[src/rtl/cmdq_pkg.sv]
package cmdq_pkg;
  localparam int KIND_W = 3;

  typedef enum logic [KIND_W-1:0] {
    K_NOP   = 3'd0,
    K_ACT   = 3'd1,
    K_READ  = 3'd2,
    K_WRITE = 3'd3,
    K_PRE   = 3'd4,
    K_REF   = 3'd5
  } cmd_kind_e;

  // {cs_n, ras_n, cas_n, we_n}
  localparam logic [3:0] PINS_DESEL = 4'b1111;

  function automatic logic [3:0] kind_to_pins(input logic [KIND_W-1:0] k);
    logic [3:0] p;
    case (k)
      K_ACT:   p = 4'b0011;
      K_READ:  p = 4'b0101;
      K_WRITE: p = 4'b0100;
      K_PRE:   p = 4'b0010;
      K_REF:   p = 4'b0001;
      default: p = 4'b0111;
    endcase
    return p;
  endfunction
endpackage

[src/rtl/cmdq_rr_arb.sv]
module cmdq_rr_arb #(
  parameter int N_REQ = 4
) (
  input  logic             clk,
  input  logic             rst,
  input  logic             en,
  input  logic [N_REQ-1:0] req,
  output logic [N_REQ-1:0] grant
);
  localparam int IDX_W = (N_REQ > 1) ? $clog2(N_REQ) : 1;
  localparam logic [IDX_W:0] N_EXT = (IDX_W+1)'(N_REQ);

  logic [IDX_W-1:0] ptr;
  logic [IDX_W-1:0] gidx;
  logic             found;

  always_comb begin
    logic [IDX_W:0] cand;
    grant = '0;
    found = 1'b0;
    gidx  = '0;
    for (int k = 0; k < N_REQ; k++) begin
      cand = {1'b0, ptr} + (IDX_W+1)'(k);
      if (cand >= N_EXT) cand = cand - N_EXT;
      if (en && !found && req[cand[IDX_W-1:0]]) begin
        found = 1'b1;
        gidx  = cand[IDX_W-1:0];
      end
    end
    if (found) grant[gidx] = 1'b1;
  end

  always_ff @(posedge clk) begin
    if (rst) begin
      ptr <= '0;
    end else if (found) begin
      if ({1'b0, gidx} + 1'b1 >= N_EXT) ptr <= '0;
      else ptr <= gidx + 1'b1;
    end
  end
endmodule

[src/rtl/cmdq_store.sv]
module cmdq_store #(
  parameter int ADDR_W = 16,
  parameter int PRIO_W = 2,
  parameter int SRC_W  = 2,
  parameter int KIND_W = 3,
  parameter int DEPTH  = 8,
  localparam int CNT_W = $clog2(DEPTH + 1),
  localparam int IDX_W = (DEPTH > 1) ? $clog2(DEPTH) : 1
) (
  input  logic              clk,
  input  logic              rst,
  input  logic              push,
  input  logic [ADDR_W-1:0] push_addr,
  input  logic [KIND_W-1:0] push_kind,
  input  logic [PRIO_W-1:0] push_prio,
  input  logic [SRC_W-1:0]  push_src,
  input  logic              pop,
  output logic [ADDR_W-1:0] head_addr,
  output logic [KIND_W-1:0] head_kind,
  output logic [SRC_W-1:0]  head_src,
  output logic [CNT_W-1:0]  count,
  output logic              empty,
  output logic              full
);
  logic [ADDR_W-1:0] e_addr [DEPTH];
  logic [KIND_W-1:0] e_kind [DEPTH];
  logic [PRIO_W-1:0] e_prio [DEPTH];
  logic [SRC_W-1:0]  e_src  [DEPTH];

  logic [IDX_W-1:0] sel;
  logic [CNT_W-1:0] wr_pos;

  assign empty = (count == '0);
  assign full  = (count == CNT_W'(DEPTH));

  // Slot 0 is the oldest entry; only a strictly better entry displaces the pick
  always_comb begin
    sel = '0;
    for (int i = 1; i < DEPTH; i++) begin
      if (CNT_W'(i) < count) begin
        if ((e_prio[i] > e_prio[sel]) ||
            ((e_prio[i] == e_prio[sel]) && (e_src[i] < e_src[sel])))
          sel = IDX_W'(i);
      end
    end
  end

  assign head_addr = e_addr[sel];
  assign head_kind = e_kind[sel];
  assign head_src  = e_src[sel];
  assign wr_pos    = count - CNT_W'(pop);

  always_ff @(posedge clk) begin
    if (pop) begin
      for (int i = 0; i < DEPTH - 1; i++) begin
        if (IDX_W'(i) >= sel) begin
          e_addr[i] <= e_addr[i+1];
          e_kind[i] <= e_kind[i+1];
          e_prio[i] <= e_prio[i+1];
          e_src[i]  <= e_src[i+1];
        end
      end
    end
    if (push) begin
      e_addr[wr_pos[IDX_W-1:0]] <= push_addr;
      e_kind[wr_pos[IDX_W-1:0]] <= push_kind;
      e_prio[wr_pos[IDX_W-1:0]] <= push_prio;
      e_src[wr_pos[IDX_W-1:0]]  <= push_src;
    end
  end

  always_ff @(posedge clk) begin
    if (rst) count <= '0;
    else     count <= count + CNT_W'(push) - CNT_W'(pop);
  end
endmodule

[src/rtl/cmdq_pin_enc.sv]
module cmdq_pin_enc #(
  parameter int ADDR_W = 16,
  parameter int SRC_W  = 2,
  parameter int KIND_W = 3
) (
  input  logic              clk,
  input  logic              rst,
  input  logic              fire,
  input  logic [KIND_W-1:0] kind,
  input  logic [ADDR_W-1:0] addr,
  input  logic [SRC_W-1:0]  src,
  output logic              cs_n,
  output logic              ras_n,
  output logic              cas_n,
  output logic              we_n,
  output logic [ADDR_W-1:0] addr_o,
  output logic [SRC_W-1:0]  src_o,
  output logic              valid_o
);
  import cmdq_pkg::*;

  always_ff @(posedge clk) begin
    if (rst) begin
      {cs_n, ras_n, cas_n, we_n} <= PINS_DESEL;
      addr_o  <= '0;
      src_o   <= '0;
      valid_o <= 1'b0;
    end else if (fire) begin
      {cs_n, ras_n, cas_n, we_n} <= kind_to_pins(kind);
      addr_o  <= addr;
      src_o   <= src;
      valid_o <= 1'b1;
    end else begin
      {cs_n, ras_n, cas_n, we_n} <= PINS_DESEL;
      valid_o <= 1'b0;
    end
  end
endmodule

[src/rtl/prio_cmd_queue.sv]
module prio_cmd_queue #(
  parameter int N_REQ  = 4,
  parameter int ADDR_W = 16,
  parameter int PRIO_W = 2,
  parameter int DEPTH  = 8,
  localparam int SRC_W  = (N_REQ > 1) ? $clog2(N_REQ) : 1,
  localparam int KIND_W = cmdq_pkg::KIND_W,
  localparam int CNT_W  = $clog2(DEPTH + 1)
) (
  input  logic                    clk,
  input  logic                    rst,
  input  logic [N_REQ-1:0]        req_valid,
  output logic [N_REQ-1:0]        req_ready,
  input  logic [N_REQ*ADDR_W-1:0] req_addr,
  input  logic [N_REQ*KIND_W-1:0] req_kind,
  input  logic [N_REQ*PRIO_W-1:0] req_prio,
  input  logic                    issue_en,
  output logic                    dram_cs_n,
  output logic                    dram_ras_n,
  output logic                    dram_cas_n,
  output logic                    dram_we_n,
  output logic [ADDR_W-1:0]       dram_addr,
  output logic [SRC_W-1:0]        issue_src,
  output logic                    issue_valid
);
  logic [N_REQ-1:0]  grant;
  logic              push, pop, q_empty, q_full;
  logic [CNT_W-1:0]  q_count;
  logic [ADDR_W-1:0] push_addr, head_addr;
  logic [KIND_W-1:0] push_kind, head_kind;
  logic [PRIO_W-1:0] push_prio;
  logic [SRC_W-1:0]  push_src, head_src;

  cmdq_rr_arb #(.N_REQ(N_REQ)) u_arb (
    .clk(clk), .rst(rst), .en(!q_full), .req(req_valid), .grant(grant)
  );

  assign req_ready = grant;
  assign push      = |grant;
  assign pop       = issue_en && !q_empty;

  always_comb begin
    push_addr = '0;
    push_kind = '0;
    push_prio = '0;
    push_src  = '0;
    for (int i = 0; i < N_REQ; i++) begin
      if (grant[i]) begin
        push_addr = req_addr[i*ADDR_W +: ADDR_W];
        push_kind = req_kind[i*KIND_W +: KIND_W];
        push_prio = req_prio[i*PRIO_W +: PRIO_W];
        push_src  = SRC_W'(i);
      end
    end
  end

  cmdq_store #(
    .ADDR_W(ADDR_W), .PRIO_W(PRIO_W), .SRC_W(SRC_W), .KIND_W(KIND_W), .DEPTH(DEPTH)
  ) u_store (
    .clk(clk), .rst(rst),
    .push(push), .push_addr(push_addr), .push_kind(push_kind),
    .push_prio(push_prio), .push_src(push_src),
    .pop(pop),
    .head_addr(head_addr), .head_kind(head_kind), .head_src(head_src),
    .count(q_count), .empty(q_empty), .full(q_full)
  );

  cmdq_pin_enc #(.ADDR_W(ADDR_W), .SRC_W(SRC_W), .KIND_W(KIND_W)) u_enc (
    .clk(clk), .rst(rst), .fire(pop),
    .kind(head_kind), .addr(head_addr), .src(head_src),
    .cs_n(dram_cs_n), .ras_n(dram_ras_n), .cas_n(dram_cas_n), .we_n(dram_we_n),
    .addr_o(dram_addr), .src_o(issue_src), .valid_o(issue_valid)
  );
endmodule

[config.mk]
export PLATFORM = sky130hd
export DESIGN_NAME = prio_cmd_queue
export DESIGN_NICKNAME = d
export VERILOG_FILES = /design/src/rtl/cmdq_pkg.sv /design/src/rtl/cmdq_rr_arb.sv /design/src/rtl/cmdq_store.sv /design/src/rtl/cmdq_pin_enc.sv /design/src/rtl/prio_cmd_queue.sv
export SDC_FILE = /design/constraint.sdc
export NUM_CORES = 1
export LEC_CHECK = 0
export ABC_AREA = 1
export BUFFER_PORTS_ARGS = -buffer_cell sky130_fd_sc_hd__buf_2
export CORE_UTILIZATION = 45
export DETAILED_ROUTE_END_ITERATION = 12
export PLACE_DENSITY_LB_ADDON = 0.2
export SETUP_SLACK_MARGIN = 0.5
export SLEW_MARGIN = 0
export SYNTH_ARGS = -nofsm -noshare
export SYNTH_HDL_FRONTEND = slang
export SYNTH_SLANG_ARGS = --single-unit
export TNS_END_PERCENT = 50
[constraint.sdc]
create_clock -name clk -period 14.9 [get_ports clk]
set_input_delay 0 -clock clk [delete_from_list [all_inputs] [get_ports clk]]
set_output_delay 0 -clock clk [all_outputs]
set_load 0.05 [all_outputs]
* Word level (Yosys, flattened, before mapping)
Memory sizes are Yosys's and may differ from the RTL's. A register that Yosys moved wholly into a read port is not among the register bits.
Cells that the tools add are included.
** Word-level totals
- Flip-flop bits (word level) :: 11
- RAM bits :: 184
- Input bits :: 91
- Output and inout bits :: 27
- Word-level logic and storage cells :: 185
- Memories kept :: 4
** Cells by class
- $add $sub $neg :: 12
- Order comparisons :: 39
- Equality and inequality tests :: 13
- Mux-type cells :: 78
- Bitwise operators :: 1
- Reductions and logical operators :: 31
** Memories
- u_store.e_addr :: depth 8, width 16, read ports 8, clocked after memory_dff 1, write ports 8, RTL line cmdq_store.sv:25 : logic [ADDR_W-1:0] e_addr [DEPTH];
- u_store.e_kind :: depth 8, width 3, read ports 8, clocked after memory_dff 0, write ports 8, RTL line cmdq_store.sv:26 : logic [KIND_W-1:0] e_kind [DEPTH];
- u_store.e_prio :: depth 8, width 2, read ports 14, clocked after memory_dff 0, write ports 8, RTL line cmdq_store.sv:27 : logic [PRIO_W-1:0] e_prio [DEPTH];
- u_store.e_src :: depth 8, width 2, read ports 15, clocked after memory_dff 1, write ports 8, RTL line cmdq_store.sv:28 : logic [SRC_W-1:0] e_src [DEPTH];
** Operator list (count)
- 16-bit two-way mux :: 4
- 3-bit two-way mux :: 17
- 1-bit two-way mux :: 35
- 2-bit two-way mux :: 15
- 1-bit logical AND :: 16
- 3-bit by 4-bit less-than comparator with 1-bit output, first input constant :: 4
- 2-bit by 3-bit less-than comparator with 1-bit output, second input constant :: 5
- 3-bit one-hot mux with 5 select lines :: 1
- 2-bit equality test :: 7
- 2-bit > comparator :: 7
- 2-bit less-than comparator :: 7
- 3-bit greater-or-equal comparator, second input constant :: 4
- 3-bit greater-or-equal comparator, first input constant :: 3
- 1-bit binary-select mux with 2-bit select :: 4
- 2-bit by 4-bit less-than comparator with 1-bit output, first input constant :: 2
- 2-bit by 1-bit subtractor with 2-bit output, second input constant :: 4
- 1-bit logical OR :: 7
- 2-bit by 1-bit adder with 3-bit output, second input constant :: 2
- 2-bit by 2-bit adder with 3-bit output, second input constant :: 2
- 3-bit by 2-bit equality test with 1-bit output, second input constant :: 2
- 3-bit equality test, second input constant :: 2
- 1-bit by 3-bit greater-or-equal comparator with 1-bit output, first input constant :: 2
- 2-bit by 3-bit greater-or-equal comparator with 1-bit output, first input constant :: 2
- 1-bit logical NOT :: 5
- other kinds (15) :: 15

* Longest topological paths before layout
Gate-level depths: netlist of run 1.
An unclocked memory read counts as a cell.
- Depth after elaboration :: 46
- Mapped depth :: 86
- Gate-level depth less buffers :: 82

* By module
From an unflattened synthesis of run 1, not the netlist that was laid out.
** Unflattened totals
- Cell total of the unflattened synthesis :: 1836
- Area, all modules :: 13759.4 um2
** By module, submodules not included
- cmdq_store :: instances 1, cells each 1416, area an instance 11375.9 um2, seq. area each 5605.4 um2
- prio_cmd_queue :: instances 1, cells each 238, area an instance 967.2 um2, seq. area each 0.0 um2
- cmdq_pin_enc :: instances 1, cells each 97, area an instance 880.8 um2, seq. area each 460.4 um2
- cmdq_rr_arb :: instances 1, cells each 85, area an instance 535.5 um2, seq. area each 40.0 um2

* Worst setup path before layout of run 1
No wires, ideal clock.
- Path kind :: register to register
- Start point :: mem u_store.e_prio[1][1]
- End point :: mem u_store.e_addr[0][0], enable pin
- Library setup time :: 0.438 ns
- Data arrival time :: 10.549 ns
- Data required time :: 14.462 ns
- Slack :: 3.913 ns
- Stages on the path, launching flop included :: 73
- Path buffers :: 5
- Period minus slack after synthesis :: 10.987 ns
- Cell sequence :: edfxtp_1 -> ha_1 -> nand2_1 -> nor2_1 -> nand2_1 -> nand2_2 -> nand2_4 -> o21ai_0 -> ha_1 -> inv_1 -> nor2_1 -> o22ai_1 -> nand2_2 -> nand2_4 -> nand2_1 -> o21ai_0 -> ha_1 -> inv_1 -> [... 37 more ...] -> nand2_1 -> nand2_4 -> nand2_2 -> inv_2 -> clkbuf_1 -> o211ai_1 -> a32oi_1 -> ha_1 -> inv_1 -> nor2_1 -> o21ai_0 -> nand2_1 -> nand2_4 -> nand2_4 -> buf_2 -> nor2_1 -> inv_1 -> o31ai_1
** RTL lines (RTL line)
- start: declaration :: cmdq_store.sv:27
- end: declaration :: cmdq_store.sv:25

==> impl_metrics.tcl, run 1 <==
set metrics [dict create \
    synth-simple-area-share_pct 25.4 \
    cts_setup_buffers 0 \
    synthCells 1658 \
    row_count 61 \
    routed_wl_um 36400 \
    synth.net_count 1783 \
    insertion_delay_ps 540 \
    drv_slew 0 \
    crit_path_start_kind "flip-flop" \
    synth.distinct_cells 44 \
    worst_path_most_repeated_cell "nand2_1" \
    die_width_um 171 \
    die_h_um 171 \
    async_reset_ff_share_pct 0 \
    worstSetupPathType "reg -> reg" \
    synth_fa_ha_area_share_pct 3.35 \
    syn_to_final_growth_pct 13.1 \
    drc 0 \
    antenna_found_initial 0 \
    yosys.area.top_type "edfxtp_1" \
    cts-buffers-inserted 25 \
    seq_area_frac_synth_pct 47.3 \
    synthTopCellsByArea "edfxtp_1 43%, nand2_1 17%, o21ai_0 6.2%, inv_1 5.2%, dfxtp_1 4.5%" \
    firstDrtPassIters 5 \
    clk_path_buf_depth 3 \
    portBuffers 117 \
    core_region_area_um2 28000 \
    wl_per_cell_um 17.0 \
    nNetsFinal 1867 \
    dpl.hpwl_um 25900 \
    cp_slowest_stage_delay_ps 650 \
    cts_tree "built" \
    synth_xor_area_share_pct 0.136 \
    synth_top_family_by_area "simple AND/OR/NAND/NOR gates" \
    synth_area_per_cell_um2 7.78 \
    status "completed" \
    synth.ff_latch_count 213 \
    synth-main-ff-cell "edfxtp_1" \
    min_period_over_period_pct 82.7 \
    drive_gt1_share_pct 12.2 \
    period_needed_ps 12320 \
    tightest_slew_ps 1100 \
    final_hold_viol_count 0 \
    grt_pass1_vias 10189 \
    hold_class "in -> reg" \
    critPathMaxFanout 72 \
    initial_utilization_pct 46.1 \
    place_congestion 0.911 \
    final.setup_skew_ps 26.7 \
    vias_per_cell 5.30 \
    synth.cell_area_um2 12900 \
    ant_nets 0 \
    crit_arrival_ps 12790 \
    max_freq_ghz 0.0812 \
    clk_pin_slew_worst_paths_ps 60 \
    htreeDepth 1 \
    grt_remaining_overflow 0 \
    layout_commonest_cell "nand2_1" \
    crit_path_end_kind "flip-flop" \
    synth_mux_area_share_pct 0 \
    synth_top_area_share_pct 42.8 \
    cpMaxStageDelayCell "buf_4" \
    fin_setup_tns_ps 0 \
    cp.required_ps 15370 \
    nFillCells 2716 \
    final_cell_mix "585 x nand2_1, 184 x edfxtp_1, 180 x inv_1, 157 x o21ai_0, 117 x buf_2" \
    drt_iter0_drc 1115 \
    grt_pass1_wl_um 57100 \
    die_area_um2 29400 \
    seqCellArea_um2 6110 \
    multi_input_area_um2 5700 \
    finalSetupViolations 0 \
    antenna_cells 0 \
    grt_max_degree 73 \
    yosysWarnings 0 \
    cts-root-buf "clkbuf_16" \
    ios 118 \
    grtUsageTotal_pct 25.2 \
    synth_edf_count 184 \
    rsz0062_at_grt "no" \
    vias 11330 \
    cts.sinks 213 \
    drv_cap 0 \
    synth_compound_gate_area_share_pct 14.9 \
    relSlewSlack_pct 26.1 \
]
-- repair_timing --
item	CTS	global route
resized for setup	0	0
endpoints found under the hold margin	6	0
hold buffers	5	0
-- routing by layer --
metal	routed length (um)	part of all wire (%)	GRT usage, %	up-vias
met5	0	0	0	-
met4	530	1.5	5.05	0
met3	2950	8.1	3.38	41
met2	15000	41	36.8	471
met1	17900	49	39.5	5140
li1	-	-	-	5678
-- area by class of cell --
type	count	area share, %
clock buffer	37	4.73
clock inverter	9	0.934
tap	378	3.24
timing repair buffer	141	5.33
sequential	213	41.8
inverter	190	4.92
multi-input combinational	1171	39.0
-- critical path, delay by kind of cell (launching register included) --
kind                       cells  cell delay (ps)
DFF                            1              490
buffers and inverters          9             2070
AOI/OAI and AO/OA             17             3180
adders and majority gates      7             2150
and+or+nand+nor               34             4270
-- sequential cells by signal, indices dropped and copies added, names as in the netlist --
name / count
u_enc.addr_o: 16
u_store.e_addr: 128
u_arb.ptr: 2
u_store.e_kind: 24
u_enc.ras_n: 1
u_enc.valid_o: 1
u_store.e_prio: 16
u_enc.src_o: 2
u_store.e_src: 16
u_enc.cs_n: 1
u_enc.cas_n: 1
u_store.count: 4
u_enc.we_n: 1
-- synthesized netlist by cell type (2+ instances only) --
library cell / count
nand2_1: 585
edfxtp_1: 184
inv_1: 180
o21ai_0: 159
nor2_1: 91
nand3_1: 90
o211ai_1: 73
a21oi_1: 61
clkbuf_1: 55
ha_1: 33
dfxtp_1: 29
o21ai_1: 18
buf_6: 10
nand2_4: 10
buf_2: 9
nand2_2: 9
buf_4: 8
a31oi_1: 7
inv_2: 7
nand3b_1: 4
nand4_1: 3
o2111ai_1: 3
a211oi_1: 2
buf_1: 2
inv_4: 2
nand3_2: 2
nor3_1: 2
o21bai_1: 2
o31ai_1: 2
xor2_1: 2
-- path summary, 6_finish.rpt --
path	endpoint	slack [ps]	from	depth (start not counted)
worst min-delay path	u_store.e_prio[7][1]$_DFFE_PP_	30	req_prio[3]	3
worst min register to register	u_enc.src_o[1]$_SDFFE_PP0P_	540	u_enc.src_o[1]$_SDFFE_PP0P_	2
worst max-delay path	u_enc.src_o[0]$_SDFFE_PP0P_	2580	u_store.e_prio[1][1]$_DFFE_PP_	67
worst max register to register	u_enc.src_o[0]$_SDFFE_PP0P_	2580	u_store.e_prio[1][1]$_DFFE_PP_	67
-- through the flow --
stage                     utilization (%)  setup slack (ps)  hold WS, ps  cells  instance area [um2]
after detailed placement             49.0              3250          462   2088                13700
after CTS                            52.1              2730         18.0   2139                14600
final                                52.1              2580         29.4   2139                14600
after floorplan                         -              3910          118   1658                12900
after global routing                 52.1              1460         49.3   2139                14600
after global placement               49.0              3440          449   2088                13700
-- logic make-up after synthesis --
logic type | count (synthesis)
AOI/OAI and AO/OA | 335
adders and majority gates | 34
buffers and inverters | 274
and+or+nand+nor | 800
xor gates and xnor gates | 2
DFF | 213
Power of run 1 is not shown: default switching activity piles up to over one toggle a cycle in this logic, so the estimate is an artifact.
==> run 2, diff against run 1 <==
==> constraint.sdc (replaced) <==
create_clock -name clk -period 11.85 [get_ports clk]
set_input_delay 0 -clock clk [delete_from_list [all_inputs] [get_ports clk]]
set_output_delay 0 -clock clk [all_outputs]
set_load 0.05 [all_outputs]
==> impl_metrics.tcl, run 2 (same netlist as run 1, synthesis figures left out) <==
set metrics [dict create \
    hold-path-endpoint "u_store.e_prio[7][1]$_DFFE_PP_" \
    antenna_cells 0 \
    min_period_over_period_pct 88.6 \
    rsz0062_at_grt "yes" \
    final_cell_mix "581 x nand2_1, 184 x edfxtp_1, 178 x inv_1, 156 x o21ai_0, 117 x buf_2" \
    finalSetupViolations 0 \
    grtUsageTotal_pct 26.1 \
    critPathMaxFanout 20 \
    drive_gt1_share_pct 13.3 \
    initial_utilization_pct 46.1 \
    firstDrtPassIters 6 \
    row_count 61 \
    cts-root-buf "clkbuf_16" \
    syn_to_final_growth_pct 14.8 \
    worst_path_most_repeated_cell "nand2_1" \
    core_region_area_um2 28000 \
    fin_ws_ps 1360 \
    min_path_cells 3 \
    cts.sinks 213 \
    clk_pin_slew_worst_paths_ps 60 \
    die_width_um 171 \
    wl_per_cell_um 17.7 \
    insertion_delay_ps 530 \
    period_needed_ps 10490 \
    tightest_slew_ps 1090 \
    ios 118 \
    hp-start "req_prio[7]" \
    status "completed" \
    grt_pass1_vias 10559 \
    max_freq_ghz 0.0953 \
    top_register "u_store.e_addr" \
    crit_path_end_kind "flip-flop" \
    largest_reg_flops 128 \
    grt_max_degree 57 \
    vias_per_cell 5.40 \
    layout_commonest_cell "nand2_1" \
    largestRegisters "u_store.e_addr: 128 flops, u_store.e_kind: 24 flops" \
    ant_nets 0 \
    vias 11590 \
    dpl.hpwl_um 26900 \
    seqCellArea_um2 6110 \
    dp_slack_ps 505 \
    htreeDepth 1 \
    nNetsFinal 1875 \
    reg2regPathDepth 71 \
    cp_slowest_stage_delay_ps 500 \
    reg2reg_to "u_store.e_addr[3][0]$_DFFE_PP_" \
    grt_remaining_overflow 0 \
    nFillCells 2737 \
    cts-buffers-inserted 24 \
    final.setup_skew_ps 15.8 \
    cpMaxStageDelayCell "edfxtp_1" \
    final_hold_viol_count 0 \
    fin_hold_ws_ps 57.8 \
    place_congestion 0.917 \
    cts_tree "built" \
    routed_wl_um 38000 \
    fin_setup_tns_ps 0 \
    relSlewSlack_pct 26.2 \
    drv_cap 0 \
    hold_class "in -> reg" \
    worstSetupPathType "reg -> reg" \
    r2r_slack_ps 1360 \
    clk_path_buf_depth 3 \
    utilization_pct 52.9 \
    die_area_um2 29400 \
    drt_iter0_drc 1121 \
    portBuffers 117 \
    drv_slew 0 \
    crit_path_start_kind "flip-flop" \
    die_h_um 171 \
    cp.required_ps 12050 \
    drc 0 \
    crit_arrival_ps 10690 \
    multi_input_area_um2 5770 \
    antenna_found_initial 1 \
    reg2reg_from "u_store.e_prio[1][1]$_DFFE_PP_" \
    grt_pass1_wl_um 58900 \
]
## run 2: how the worst max path moves through the flow
stage | end | slack, ps | startpoint
floorplan | u_store.e_addr[0][0]$_DFFE_PP_ | 860 | u_store.e_prio[1][1]$_DFFE_PP_
global placement | u_enc.we_n$_SDFF_PP1_ | 860 | u_store.e_prio[1][1]$_DFFE_PP_
detailed placement | u_enc.we_n$_SDFF_PP1_ | 510 | u_store.e_prio[1][1]$_DFFE_PP_
CTS | u_store.e_src[0][0]$_DFFE_PP_ | 660 | u_store.e_prio[1][1]$_DFFE_PP_
global route | u_store.e_prio[3][0]$_DFFE_PP_ | 460 | u_store.e_prio[1][1]$_DFFE_PP_
finish | u_store.e_addr[3][0]$_DFFE_PP_ | 1360 | u_store.e_prio[1][1]$_DFFE_PP_
## run 2: repair_timing
| action | CTS | global route |
|---|---|---|
| pin swaps | 0 | 4 |
| hold buffers | 3 | 0 |
| setup buffers | 0 | 4 |
| setup endpoints to repair | 2 | 182 |
| cloned | 0 | 4 |
| resized for setup | 1 | 30 |
| hold endpoints to repair | 5 | 0 |
## run 2: worst max-delay path, delay by kind of cell, from the launching register on
| family | cells | cell delay, ps |
|---|---|---|
| buffers and inverters | 11 | 1250 |
| DFF | 1 | 500 |
| AOI/OAI and AO/OA | 16 | 2330 |
| adders and majority gates | 7 | 2130 |
| and+or+nand+nor | 37 | 3940 |
## run 2: metrics by stage
step / instances / area, um2
after floorplan: 1658 / 12900
after global placement: 2091 / 13800
after detailed placement: 2091 / 13800
after CTS: 2138 / 14600
after global routing: 2146 / 14800
final: 2146 / 14800
## run 2: layer usage
metal / track usage, % / routed length (um)
met1: 40.4 / 18100
met3: 3.15 / 3380
met5: 0 / 0
met4: 6.95 / 883
met2: 38.0 / 15700
## run 2: layout make-up
type / instances / share of cell area, %
Inverter: 190 / 5.04
Timing Repair Buffer: 147 / 5.99
Tap cell: 378 / 3.19
Multi-Input combinational cell: 1173 / 38.9
Sequential cell: 213 / 41.2
Clock inverter: 12 / 1.20
Clock buffer: 32 / 4.39
Timing Repair inverter: 1 / 0.0507
Power of run 2 is left out for the same reason.
==> run 3, diff against run 2 <==
--- a/config.mk
+++ b/config.mk
@@ -9,10 +9,11 @@
 export BUFFER_PORTS_ARGS = -buffer_cell sky130_fd_sc_hd__buf_2
 export CORE_UTILIZATION = 45
 export DETAILED_ROUTE_END_ITERATION = 12
+export MAX_ROUTING_LAYER = met4
 export PLACE_DENSITY_LB_ADDON = 0.2
 export SETUP_SLACK_MARGIN = 0.5
 export SLEW_MARGIN = 0
 export SYNTH_ARGS = -nofsm -noshare
 export SYNTH_HDL_FRONTEND = slang
 export SYNTH_SLANG_ARGS = --single-unit
-export TNS_END_PERCENT = 50
+export TNS_END_PERCENT = 30
==> impl_metrics.tcl, run 3 (same netlist as run 1, synthesis figures left out) <==
set metrics [dict create \
    top_register "u_store.e_addr" \
    vias 11491 \
    cp_top_family "simple AND/OR/NAND/NOR gates" \
    dp_slack_ps 388 \
    grt_max_degree 55 \
    critPathMaxFanout 23 \
    insertion_delay_ps 540 \
    crit_path_end_kind "flip-flop" \
    reg2reg_from "u_store.e_prio[1][0]$_DFFE_PP_" \
    max_freq_ghz 0.0944 \
    final_cells 2152 \
    cts.sinks 213 \
    largest_reg_flops 128 \
    clk_pin_slew_worst_paths_ps 60 \
    syn_to_final_growth_pct 14.4 \
    portBuffers 117 \
    hp-start "req_prio[7]" \
    antenna_found_initial 1 \
    largestRegisters "u_store.e_addr: 128 flops, u_store.e_kind: 24 flops" \
    grt_pass1_wl_um 58200 \
    core_region_area_um2 28000 \
    dpl.hpwl_um 26700 \
    fin_setup_tns_ps 0 \
    rsz0062_at_grt "no" \
    reg2reg_to "u_store.e_addr[0][1]$_DFFE_PP_" \
    drt_iter0_drc 1044 \
    final.setup_skew_ps 18.4 \
    worst_path_most_repeated_cell "nand2_1" \
    drv_slew 0 \
    layout_commonest_cell "nand2_1" \
    cp.required_ps 12060 \
    fin_hold_ws_ps 63.8 \
    cpMaxStageDelayCell "edfxtp_1" \
    finalSetupViolations 0 \
    ant_nets 0 \
    die_h_um 171 \
    cts-root-buf "clkbuf_16" \
    status "completed" \
    place_congestion 0.920 \
    cts_tree "built" \
    nNetsFinal 1879 \
    die_width_um 171 \
    crit_arrival_ps 10810 \
    drv_cap 0 \
    period_needed_ps 10590 \
    drive_gt1_share_pct 13.3 \
    hold_class "in -> reg" \
    routed_wl_um 37600 \
    dp_cells 2091 \
    final_hold_viol_count 0 \
    initial_utilization_pct 46.1 \
    vias_per_cell 5.34 \
    htreeDepth 1 \
    drc 0 \
    grt_pass1_vias 10458 \
    min_period_over_period_pct 89.4 \
    ios 118 \
    hold-path-endpoint "u_store.e_prio[7][1]$_DFFE_PP_" \
    cts-buffers-inserted 25 \
    reg2regPathDepth 68 \
    min_path_cells 3 \
    clk_path_buf_depth 3 \
    firstDrtPassIters 6 \
    grt_remaining_overflow 0 \
    crit_path_start_kind "flip-flop" \
    path_buf_inv 13 \
    relSlewSlack_pct 25.1 \
    die_area_um2 29400 \
    grtUsageTotal_pct 26.6 \
    tightest_slew_ps 1120 \
    cp_slowest_stage_delay_ps 410 \
    wl_per_cell_um 17.5 \
    worstSetupPathType "reg -> reg" \
    r2r_slack_ps 1260 \
    row_count 61 \
    fin_ws_ps 1260 \
    final_cell_mix "582 x nand2_1, 184 x edfxtp_1, 177 x inv_1, 156 x o21ai_0, 117 x buf_2" \
]
==> run 3: area by class of cell <==
type                       count  area (um2)
clock inverter                11        95.1
fill                        2692       13300
timing repair buffer         151         891
antenna                        1        2.50
inverter                     190         737
multi-input combinational   1173        5770
tap                          378         473
clock buffer                  35         683
sequential                   213        6110
==> run 3: per-stage QoR <==
step | util [%] | cell area (um2)
2_1_floorplan | - | 12900
3_3_place_gp | 49.1 | 13800
3_5_place_dp | 49.1 | 13800
4_1_cts | 52.0 | 14600
5_1_grt | 52.7 | 14800
6_report | 52.7 | 14800
==> run 3: worst max path at each step <==
stage,from,endpoint,slack (ps),cells past startpoint
floorplan,u_store.e_prio[1][1]$_DFFE_PP_,u_store.e_addr[0][0]$_DFFE_PP_,860,72
global placement,u_store.e_prio[1][1]$_DFFE_PP_,u_enc.we_n$_SDFF_PP1_,790,71
detailed placement,u_store.e_prio[1][1]$_DFFE_PP_,u_enc.we_n$_SDFF_PP1_,390,71
CTS,u_store.e_prio[1][1]$_DFFE_PP_,u_store.e_addr[0][1]$_DFFE_PP_,540,67
global route,u_store.e_prio[1][0]$_DFFE_PP_,u_store.e_kind[2][0]$_DFFE_PP_,500,71
finish,u_store.e_prio[1][0]$_DFFE_PP_,u_store.e_addr[0][1]$_DFFE_PP_,1260,68
==> run 3: repair_timing <==
| item | CTS | global route |
|---|---|---|
| buffers inserted | 0 | 9 |
| gates resized for setup | 1 | 25 |
| endpoints found under the hold margin | 5 | 0 |
| hold buffers | 3 | 0 |
| endpoints found under the setup margin | 18 | 182 |
| gates cloned | 0 | 2 |
| pin swaps | 0 | 2 |
==> run 3: worst reg2reg max path: cells and delay by family (launching register included) <==
family	cells	cell delay, ps
and+or+nand+nor	32	3560
DFF	1	410
AOI/OAI and AO/OA	16	2730
buffers and inverters	13	1560
adders and majority gates	7	2030
==> run 3: routing by layer <==
metal | GRT usage [%] | part of all wire (%) | vias up
met1 | 40.0 | 48 | 5206
met4 | 5.67 | 1.8 | 0
li1 | - | - | 5702
met2 | 38.0 | 41 | 538
met3 | 3.41 | 9.6 | 45
met5 | - | 0 | -
Power of run 3 is left out for the same reason.
